===== config.mk =====
export PLATFORM = sky130hd
export DESIGN_NAME = dual_half_seq
export DESIGN_NICKNAME = d
export VERILOG_FILES = /design/src/rtl/dhs_pkg.sv /design/src/rtl/dhs_rst_sync.sv /design/src/rtl/dhs_decode.sv /design/src/rtl/dhs_seq_ctrl.sv /design/src/rtl/dual_half_seq.sv
export SDC_FILE = /design/constraint.sdc
export NUM_CORES = 1
export LEC_CHECK = 0
export ABC_AREA = 1
export BUFFER_PORTS_ARGS = -buffer_cell sky130_fd_sc_hd__buf_2
export CAP_MARGIN = 10
export CORE_ASPECT_RATIO = 1.5
export CORE_UTILIZATION = 54
export CTS_BUF_LIST = sky130_fd_sc_hd__clkbuf_2 sky130_fd_sc_hd__clkbuf_4 sky130_fd_sc_hd__clkbuf_8
export DETAILED_ROUTE_END_ITERATION = 12
export HOLD_SLACK_MARGIN = 0.02
export PLACE_DENSITY_LB_ADDON = 0.2
export SETUP_SLACK_MARGIN = 0.15
export SYNTH_ARGS = -nofsm -noshare
export SYNTH_HDL_FRONTEND = slang
export SYNTH_SLANG_ARGS = --single-unit

===== constraint.sdc =====
create_clock -name clk -period 4.3 [get_ports clk]
set_clock_uncertainty 0.1 [all_clocks]
set_input_delay 0.645 -clock clk [delete_from_list [all_inputs] [get_ports clk]]
set_output_delay 0.645 -clock clk [all_outputs]
set_load 0.05 [all_outputs]

===== src/rtl/dhs_pkg.sv =====
package dhs_pkg;
  localparam int DHS_SPARE_W = 2;
  localparam int DHS_OPC_W   = 6;
  localparam int DHS_ADDR_W  = 12;

  // order code map: plain codes 0..LAST_PLAIN, branches in one aligned group of four
  localparam logic [DHS_OPC_W-1:0] OPC_LAST_PLAIN = 6'h10;
  localparam logic [DHS_OPC_W-1:0] OPC_JMP_HI     = 6'h20;
  localparam logic [DHS_OPC_W-1:0] OPC_JMP_LO     = 6'h21;
  localparam logic [DHS_OPC_W-1:0] OPC_JC_HI      = 6'h22;
  localparam logic [DHS_OPC_W-1:0] OPC_JC_LO      = 6'h23;

  typedef enum logic [1:0] {
    ST_FETCH  = 2'd0,
    ST_FIRST  = 2'd1,
    ST_SECOND = 2'd2
  } seq_state_e;
endpackage


===== src/rtl/dhs_rst_sync.sv =====
module dhs_rst_sync #(
  parameter int STAGES = 2
) (
  input  logic clk,
  input  logic rst_n,
  output logic rst_sn
);
  logic [STAGES-1:0] chain_q;

  always_ff @(posedge clk or negedge rst_n) begin
    if (!rst_n) chain_q <= '0;
    else        chain_q <= {chain_q[STAGES-2:0], 1'b1};
  end

  assign rst_sn = chain_q[STAGES-1];
endmodule


===== src/rtl/dhs_decode.sv =====
module dhs_decode
  import dhs_pkg::*;
#(
  parameter int OPC_W  = DHS_OPC_W,
  parameter int ADDR_W = DHS_ADDR_W,
  localparam int ORD_W = OPC_W + ADDR_W
) (
  input  logic [ORD_W-1:0]  ord_i,
  output logic [OPC_W-1:0]  opc_o,
  output logic [ADDR_W-1:0] addr_o,
  output logic              illegal_o,
  output logic              is_br_o,
  output logic              br_lo_o,
  output logic              br_cnd_o
);
  logic plain;

  always_comb begin
    opc_o     = ord_i[ORD_W-1 -: OPC_W];
    addr_o    = ord_i[ADDR_W-1:0];
    plain     = (opc_o <= OPC_LAST_PLAIN);
    is_br_o   = (opc_o[OPC_W-1:2] == OPC_JMP_HI[OPC_W-1:2]);
    br_lo_o   = is_br_o & opc_o[0];
    br_cnd_o  = is_br_o & opc_o[1];
    illegal_o = !(plain || is_br_o);
  end
endmodule


===== src/rtl/dhs_seq_ctrl.sv =====
module dhs_seq_ctrl
  import dhs_pkg::*;
#(
  parameter int SPARE_W = DHS_SPARE_W,
  parameter int OPC_W   = DHS_OPC_W,
  parameter int ADDR_W  = DHS_ADDR_W,
  localparam int ORD_W  = OPC_W + ADDR_W,
  localparam int HALF_W = SPARE_W + ORD_W,
  localparam int WORD_W = 2 * HALF_W
) (
  input  logic              clk,
  input  logic              rst_sn,
  input  logic [WORD_W-1:0] rdata_i,
  input  logic              taken_i,
  input  logic [ADDR_W-1:0] target_i,
  input  logic              tgt_lo_i,
  output logic              rd_en_o,
  output logic [ADDR_W-1:0] addr_o,
  output logic              issue_valid_o,
  output logic              issue_lo_o,
  output logic [ADDR_W-1:0] issue_pc_o,
  output logic [ORD_W-1:0]  ord_o
);
  seq_state_e        state_q, state_d;
  logic [ADDR_W-1:0] pc_q, pc_d;
  logic              lo_q, lo_d;
  logic [ORD_W-1:0]  hold_q;
  logic              hold_en;
  logic [ORD_W-1:0]  ord_hi, ord_lo;
  logic              unused_spare_bits;

  assign ord_hi = rdata_i[HALF_W+ORD_W-1 -: ORD_W];
  assign ord_lo = rdata_i[ORD_W-1:0];
  assign unused_spare_bits = ^{rdata_i[WORD_W-1 -: SPARE_W], rdata_i[HALF_W-1 -: SPARE_W]};

  // next-state logic
  always_comb begin
    state_d = state_q;
    pc_d    = pc_q;
    lo_d    = lo_q;
    hold_en = 1'b0;
    unique case (state_q)
      ST_FETCH: state_d = ST_FIRST;
      ST_FIRST: begin
        hold_en = 1'b1;
        if (taken_i) begin
          pc_d = target_i; lo_d = tgt_lo_i; state_d = ST_FETCH;
        end else if (lo_q) begin
          pc_d = pc_q + ADDR_W'(1); lo_d = 1'b0; state_d = ST_FETCH;
        end else begin
          state_d = ST_SECOND;
        end
      end
      ST_SECOND: begin
        state_d = ST_FETCH;
        if (taken_i) begin
          pc_d = target_i; lo_d = tgt_lo_i;
        end else begin
          pc_d = pc_q + ADDR_W'(1); lo_d = 1'b0;
        end
      end
      default: state_d = ST_FETCH;
    endcase
  end

  // registers
  always_ff @(posedge clk or negedge rst_sn) begin
    if (!rst_sn) begin
      state_q <= ST_FETCH;
      pc_q    <= '0;
      lo_q    <= 1'b0;
    end else begin
      state_q <= state_d;
      pc_q    <= pc_d;
      lo_q    <= lo_d;
    end
  end

  always_ff @(posedge clk or negedge rst_sn) begin
    if (!rst_sn)      hold_q <= '0;
    else if (hold_en) hold_q <= ord_lo;
  end

  // outputs
  always_comb begin
    rd_en_o       = (state_q == ST_FETCH);
    addr_o        = pc_q;
    issue_valid_o = (state_q != ST_FETCH);
    issue_lo_o    = (state_q == ST_SECOND) || lo_q;
    issue_pc_o    = pc_q;
    if (state_q == ST_SECOND) ord_o = hold_q;
    else if (lo_q)            ord_o = ord_lo;
    else                      ord_o = ord_hi;
  end

  // a word is read once; no back-to-back reads
  a_r5_fetch_once: assert property (@(posedge clk) disable iff (!rst_sn)
    rd_en_o |=> !rd_en_o);
  // the cycle after a read always issues
  a_r6_issue_after_fetch: assert property (@(posedge clk) disable iff (!rst_sn)
    rd_en_o |=> issue_valid_o);
endmodule


===== src/rtl/dual_half_seq.sv =====
module dual_half_seq
  import dhs_pkg::*;
#(
  parameter int SPARE_W    = DHS_SPARE_W,
  parameter int OPC_W      = DHS_OPC_W,
  parameter int ADDR_W     = DHS_ADDR_W,
  parameter int RST_STAGES = 2,
  localparam int ORD_W     = OPC_W + ADDR_W,
  localparam int WORD_W    = 2 * (SPARE_W + ORD_W)
) (
  input  logic              clk,
  input  logic              rst_n,
  output logic              mem_rd_en,
  output logic [ADDR_W-1:0] mem_addr,
  input  logic [WORD_W-1:0] mem_rdata,
  input  logic              br_cond,
  output logic              issue_valid,
  output logic [ADDR_W-1:0] issue_pc,
  output logic              issue_lo,
  output logic [OPC_W-1:0]  op_code,
  output logic [ADDR_W-1:0] op_addr,
  output logic              op_illegal,
  output logic              br_taken
);
  logic             rst_sn;
  logic [ORD_W-1:0] cur_ord;
  logic             dec_is_br, dec_br_lo, dec_br_cnd;

  dhs_rst_sync #(.STAGES(RST_STAGES)) u_rst (
    .clk(clk), .rst_n(rst_n), .rst_sn(rst_sn)
  );

  dhs_seq_ctrl #(.SPARE_W(SPARE_W), .OPC_W(OPC_W), .ADDR_W(ADDR_W)) u_ctrl (
    .clk(clk), .rst_sn(rst_sn), .rdata_i(mem_rdata),
    .taken_i(br_taken), .target_i(op_addr), .tgt_lo_i(dec_br_lo),
    .rd_en_o(mem_rd_en), .addr_o(mem_addr),
    .issue_valid_o(issue_valid), .issue_lo_o(issue_lo), .issue_pc_o(issue_pc),
    .ord_o(cur_ord)
  );

  dhs_decode #(.OPC_W(OPC_W), .ADDR_W(ADDR_W)) u_dec (
    .ord_i(cur_ord), .opc_o(op_code), .addr_o(op_addr), .illegal_o(op_illegal),
    .is_br_o(dec_is_br), .br_lo_o(dec_br_lo), .br_cnd_o(dec_br_cnd)
  );

  assign br_taken = issue_valid & dec_is_br & (!dec_br_cnd | br_cond);

  // an unassigned code never redirects control
  a_r4_illegal_no_branch: assert property (@(posedge clk) disable iff (!rst_sn)
    issue_valid && op_illegal |-> !br_taken);
  // unbranched upper half is followed by the lower half of the same word
  a_r5_low_follows_high: assert property (@(posedge clk) disable iff (!rst_sn)
    issue_valid && !issue_lo && !br_taken |=> issue_valid && issue_lo && issue_pc == $past(issue_pc));
  // a taken branch reads the target word next
  a_r7_branch_target: assert property (@(posedge clk) disable iff (!rst_sn)
    issue_valid && br_taken |=> mem_rd_en && mem_addr == $past(op_addr));
  // a taken branch to the lower half issues only that half
  a_r8_lo_skip: assert property (@(posedge clk) disable iff (!rst_sn)
    issue_valid && br_taken && dec_br_lo |=> ##1 issue_valid && issue_lo && issue_pc == $past(op_addr, 2));
  // a conditional branch with a false condition in the upper half falls through
  a_r9_cond_false_falls: assert property (@(posedge clk) disable iff (!rst_sn)
    issue_valid && dec_br_cnd && !br_cond && !issue_lo |=> issue_valid && issue_lo);
endmodule


[Word level (Yosys, flattened, before mapping)]
Index checks and enable logic that the tools add are counted.
Widths: inputs -> output; s select.
Word-level totals
  flip-flop bits (word level): 35
  input bits: 43
  output and inout bits: 47
  logic and storage cells: 36
Operators by class
  $add $sub $neg: 1
  magnitude comparators: 1
  equal/unequal tests: 4
  muxes and demuxes: 11
  bitwise logic cells: 5
  reductions and logical operators: 9
Operators with widths (count)
  $mux 12: 3
  $mux 18: 2
  $pmux 12 s2: 1
  $add 12x1->12 const B: 1
  $le 6x5->1 const B: 1
  $and 1x1->1: 4
  $eq 4x4->1 const B: 1
  $mux 2: 2
  $pmux 2 s2: 1
  $reduce_bool 2->1: 2
  $ne 3x2->1 const B: 1
  $eq 2x1->1 const B: 1
  $eq 2x2->1 const B: 1
  $logic_not 1->1: 2
  $logic_not 2->1: 1
  $logic_or 1x1->1: 2
  $mux 1: 2
  $reduce_and 2->1: 1
  $reduce_or 2->1: 1
  $or 1x1->1: 1

[Depth between registers and ports, before layout]
  depth after elaboration: 9
  gate-level depth with buffers: 14

[By module]
From an unflattened synthesis, not the netlist that was laid out.
Unflattened totals
  cells, all modules: 344
  area, all modules: 2427.3 µm²
By module, submodules not included
  dhs_seq_ctrl: times used 1, cells each 307, area an instance 2167.1 µm²
  dhs_decode: times used 1, cells each 31, area an instance 190.2 µm²
  dhs_rst_sync: times used 1, cells each 3, area an instance 53.8 µm²
  dual_half_seq: times used 1, cells each 3, area an instance 16.3 µm²

[Least setup slack after synthesis]
Ideal clock, no wire load.
  path type: register -> output
  start: register u_ctrl.state_q[0]
  end: output port op_illegal
  arrival: 2.896 ns
  required time: 3.555 ns
  setup slack: 0.659 ns
  stages on the path, launching flop included: 9
  path buffers: 1
  cell sequence: dfrtp_1 inv_1 ha_1 buf_4 inv_6 nor2_1 a21oi_1 nor3_1 o21ai_0
On the way
  longest elaborated chain between the ends: 5
  elaborated cells between the ends (all ways): 6
  those cells by class: order compare: 1; eq/ne: 2; mux: 1; reduce/logical: 2
RTL lines
  from (decl): line dhs_seq_ctrl.sv:24  | seq_state_e state_q, state_d;
  from (signal assigned): line dhs_seq_ctrl.sv:73  | state_q <= state_d;
  $eq 2x2->1: line dhs_seq_ctrl.sv:91  | if (state_q == ST_SECOND) ord_o = hold_q;
  $mux 18: line dhs_seq_ctrl.sv:91
  named net op_code[0]: line dual_half_seq.sv:20  | output logic [OPC_W-1:0] op_code,
  $le 6x5->1: line dhs_decode.sv:21  | plain = (opc_o <= OPC_LAST_PLAIN);
  $logic_or 1x1->1: line dhs_decode.sv:25  | illegal_o = !(plain || is_br_o);
  $logic_not 1->1: line dhs_decode.sv:25
  to (decl): line dual_half_seq.sv:22  | output logic op_illegal,
The timed path passes the listed nets, and every way through them passes these cells.

[Worst setup path after layout]
  start: register u_ctrl.lo_q
  end: output port br_taken
On the way
  longest elaborated chain between the ends: 7
  elaborated cells between the ends (all ways): 8
  those cells by class: eq/ne: 1; mux: 2; bitwise: 4; reduce/logical: 1
RTL lines
  from (decl): line dhs_seq_ctrl.sv:26  | logic lo_q, lo_d;
  from (signal assigned): line dhs_seq_ctrl.sv:75  | lo_q <= lo_d;
  $mux 18 *: line dhs_seq_ctrl.sv:92  | else if (lo_q) ord_o = ord_lo;
  $mux 18 *: line dhs_seq_ctrl.sv:91
  $eq 4x4->1: line dhs_decode.sv:22  | is_br_o = (opc_o[OPC_W-1:2] == OPC_JMP_HI[OPC_W-1:2]);
  $and 1x1->1: line dhs_decode.sv:24  | br_cnd_o = is_br_o & opc_o[1];
  $logic_not 1->1: line dual_half_seq.sv:46  | assign br_taken = issue_valid & dec_is_br & (!dec_br_cnd | br_cond);
  $or 1x1->1: line dual_half_seq.sv:46
  $and 1x1->1 *: line dual_half_seq.sv:46
  to (decl): line dual_half_seq.sv:23  | output logic br_taken
Every way passes the cells marked *; elsewhere a longest branch is shown, timed or not.

==> summary by stage <==
Route
The length of routed met3 wiring is about 330 microns. For this block, wires on met1 add up to 2320 microns. The final layout contains routed wiring with a total length of 5750 microns. The number of DRC violations after detailed-routing iteration 0 is 113. Signal routing reaches up to met4. The residual DRC count is 0. Dividing the detail-routed wire length by the instance count gives 13.0 microns. The average vias per placed instance is 5.22.

In this run the remaining antenna-violating nets after routing total 0. The total number of vias is 2314. The first-pass iteration count of the detailed router is 4. The met2 routed wirelength is 3000 microns.

Yosys
For this run, the leading register cell type out of synthesis is sky130_fd_sc_hd__dfrtp_1. The number of nets in the synthesized netlist is 377. The post-synthesis async set-or-reset flop share is 1.00. The biggest area contributor in the post-synthesis netlist is sky130_fd_sc_hd__dfrtp_1. The share of the Yosys chip area taken by registers is 0.380. Dividing the synthesized area by the synthesized cell count gives 6.98 sq um.

Synthesis handed over a netlist of 330 instances. Yosys printed 0 warnings. The commonest cells after synthesis are sky130_fd_sc_hd__nand2_1, sky130_fd_sc_hd__dfrtp_1, sky130_fd_sc_hd__a21oi_1.

The synthesized netlist occupies a cell area of 2300 sq um. By area the synthesized netlist is led by sky130_fd_sc_hd__dfrtp_1, sky130_fd_sc_hd__nand2_1, sky130_fd_sc_hd__a21oi_1. The most common cell in the synthesized netlist is sky130_fd_sc_hd__nand2_1. The fraction of synthesized cell area taken by the top area cell type is 0.380. After synthesis, the netlist uses 27 different library cells. Synthesis inferred 35 register bits. The number of synthesized flops with an enable pin is 0.

Pwr
Of the total power, the share spent switching nets is 0.602. Of the total power, combinational logic draws 0.663. The power consumption is roughly 2400 uW. The proportion of power drawn by the clock network is 0.103. The proportion of power drawn by flip-flops and latches is 0.234. Dividing total power by cell area gives a power density of 894 nW/um^2.

Cell internal power was estimated by the tool at 962 uW. In this run the power spent charging and discharging nets is 1460 uW. Across the VDD grid, the largest voltage drop is 709 uV. For this design the static power due to leakage is 0.00163 uW.

Final layout
In the final design database the tool counted ~440 nets. The layout filler cell count is about 360. The share of final-layout standard cells stronger than drive strength 1 is 0.274. The number of diodes is 0. From synthesis to final layout, the design area changed by 17.4%.

CTS
TritonCTS built the clock tree. CTS placed an instance of sky130_fd_sc_hd__clkbuf_8 at the clock tree root. The later pin in the worst-skew pair is clocked with a latency of 0.29 ns. Post-CTS timing repair inserted 0 buffers for setup. The number of sinks handled by clock tree synthesis is 35. The clock passes through at most 2 buffers. Clock-pin slew was measured on the worst setup and hold paths at 0.07 ns. Gates resized during post-CTS repair numbered 0. The H-tree generated during clock tree synthesis spans 2 levels.

The number of clock buffers inserted by TritonCTS is 5.

Critical path
The maximum single-stage delay on the critical path is 0.77 ns. The most numerous cell on the critical path is sky130_fd_sc_hd__nand2_1. The required time of the worst setup path is about 3.6 ns. Among all stages on the critical path, the largest delay is contributed by sky130_fd_sc_hd__dfrtp_1. The element type at the critical path end is an output port.

The signal on the critical path passes through inv_1, nand2_1, nand3_1, nand2_1, nor2_2, nor2_4, nand2_4, inv_2, buf_2. The nature of the critical path startpoint is a flip-flop. Data arrives at the worst endpoint at around 2.8 ns.

The category of the most critical setup path is reg -> out. The biggest fanout along the worst timing path is 20.

Place
Routability-driven placement finished with a final weighted congestion of around 0.9. The pre-CTS setup slack is 1.07 ns. The HPWL reported at the end of detailed placement is 4110 microns. During placement, the flow inserted port buffers numbering 85.

Global routing
The largest net degree at the start of global routing is 34. The global-route wire length before repair is 9160 microns. For this run the aggregate overflow at the end of global routing stands at 0. The number of antenna violations at the first check in global routing is 0.

The number of global-route vias before repair is 2058. The all-layer global routing usage is 0.256.

Die
The area of the core is 4030 sq um. The die covers 4540 sq um. In this run the core area contains 28 standard-cell rows. The die span in y is 82.0 microns.

The number of I/O pins is 90. The die boundary width is 55.3 microns. The effective utilization at floorplan is 0.572.

STA
The number of hold-slack violations in the final timing report is 0. Static timing analysis puts the maximum clock frequency at 282 MHz. Setup repair after global routing left no endpoint under its margin. The total count of max-transition violations in the final report is 0. The setup-violating endpoint count in the final report is 0. For the pin with the worst max-slew slack, the measured transition is approximately 0.84 ns. Subtracting the final worst setup slack from the clock period gives between 3 and 4 ns. The setup total negative slack is 0 ns.

The headroom to the max-slew limit is 0.441. The minimum setup slack in the final design is 0.755 ns. The part of the cycle the worst path needs is 0.824.

Min path
The worst hold path belongs to the class reg -> async.

Job
Across the run, the number of max-cap violations was 0.

Run status
The flow ran to the end, and the final reports show no timing, DRC or antenna violations.
-- worst paths after layout --
path / endpoint / cells past startpoint / slack (ns) / start
setup / recovery: br_taken / 9 / 0.75 / u_ctrl.lo_q
hold / removal: u_ctrl.hold_q[6] / 1 / 0.17 / u_rst.chain_q[1]
setup reg to reg: u_ctrl.addr_o[10] / 10 / 1.44 / u_ctrl.lo_q
hold reg to reg: u_ctrl.hold_q[6] / 1 / 0.17 / u_rst.chain_q[1]
max in group asynchronous: u_rst.chain_q[1] / 2 / 3.46 / rst_n
min in group clk: u_rst.chain_q[1] / 0 / 0.26 / u_rst.chain_q[0]
-- layer usage --
metal  GRT usage  vias to the layer above
met5           0                        -
met4       0.123                        0
met3      0.0488                       13
met2       0.441                       90
met1       0.309                     1073
li1            -                     1138
-- sequential cells by signal (all words and copies together) (netlist names) --
name	count
u_rst.chain_q	2
u_ctrl.hold_q	18
u_ctrl.addr_o	12
u_ctrl.state_q	2
u_ctrl.lo_q	1
-- critical path, delay by kind of cell, from the launching register on --
kind | cells | cell delay (ns)
buf+inv | 3 | 0.86
flops | 1 | 0.77
simple gates | 6 | 0.85
-- cell type report --
cell class / instances / area [sq um] / area share
clock inverter: 1 / 5.00 / 0.00185
multi-input combinational: 245 / 1150 / 0.425
clock buffer: 7 / 83.8 / 0.0310
tap: 45 / 56.3 / 0.0208
inverter: 23 / 91.3 / 0.0338
sequential: 35 / 876 / 0.324
timing repair buffer: 87 / 443 / 0.164
-- kinds of logic after synthesis --
family          count (synthesis)  share of synthesized area
compound gates                 37                     0.0853
xor+xnor                        9                     0.0342
fa+ha+maj                       4                     0.0217
buf+inv                        50                      0.121
flops                          35                      0.380
other cells                     1                    0.00163
simple gates                  194                      0.356
-- power by group through the flow --
stage                     Sequential, uW  Combinational, uW  Clock [uW]
after global placement               562               1580           0
after floorplan                      675               1250           0
after global routing                 583               1730         262
after detailed placement             571               1600           0
final                                566               1600         250
after CTS                            566               1610         252
-- through the flow --
step | hold slack [ns] | cells | utilization | cell area (sq um)
floorplan | 0.231 | 330 | - | 2300
global placement | 0.178 | 434 | 0.647 | 2610
detailed placement | 0.182 | 434 | 0.647 | 2610
CTS | 0.186 | 443 | 0.671 | 2700
global route | 0.224 | 443 | 0.671 | 2700
finish | 0.171 | 443 | 0.671 | 2700
-- what timing repair did --
action | in CTS | in global routing
hold endpoints to repair | 2 | 0
hold buffers | 1 | 0
setup endpoints to repair | 0 | 0
-- cell usage in the layout (no fill, tap or decap), types with 2 or more instances in the layout --
cell type and instances:
sky130_fd_sc_hd__clkbuf_8 5, sky130_fd_sc_hd__buf_2 85, sky130_fd_sc_hd__nand2_4 2, sky130_fd_sc_hd__xnor2_1 4, sky130_fd_sc_hd__xor2_1 5, sky130_fd_sc_hd__ha_1 4
sky130_fd_sc_hd__nand3_1 22, sky130_fd_sc_hd__nand2_1 139, sky130_fd_sc_hd__nor2_1 20, sky130_fd_sc_hd__clkbuf_4 2, sky130_fd_sc_hd__o21ai_0 7, sky130_fd_sc_hd__a21oi_1 28
sky130_fd_sc_hd__dfrtp_1 35, sky130_fd_sc_hd__nand2_2 5, sky130_fd_sc_hd__inv_1 20, sky130_fd_sc_hd__inv_2 2
(Power assumes the default switching activity.)
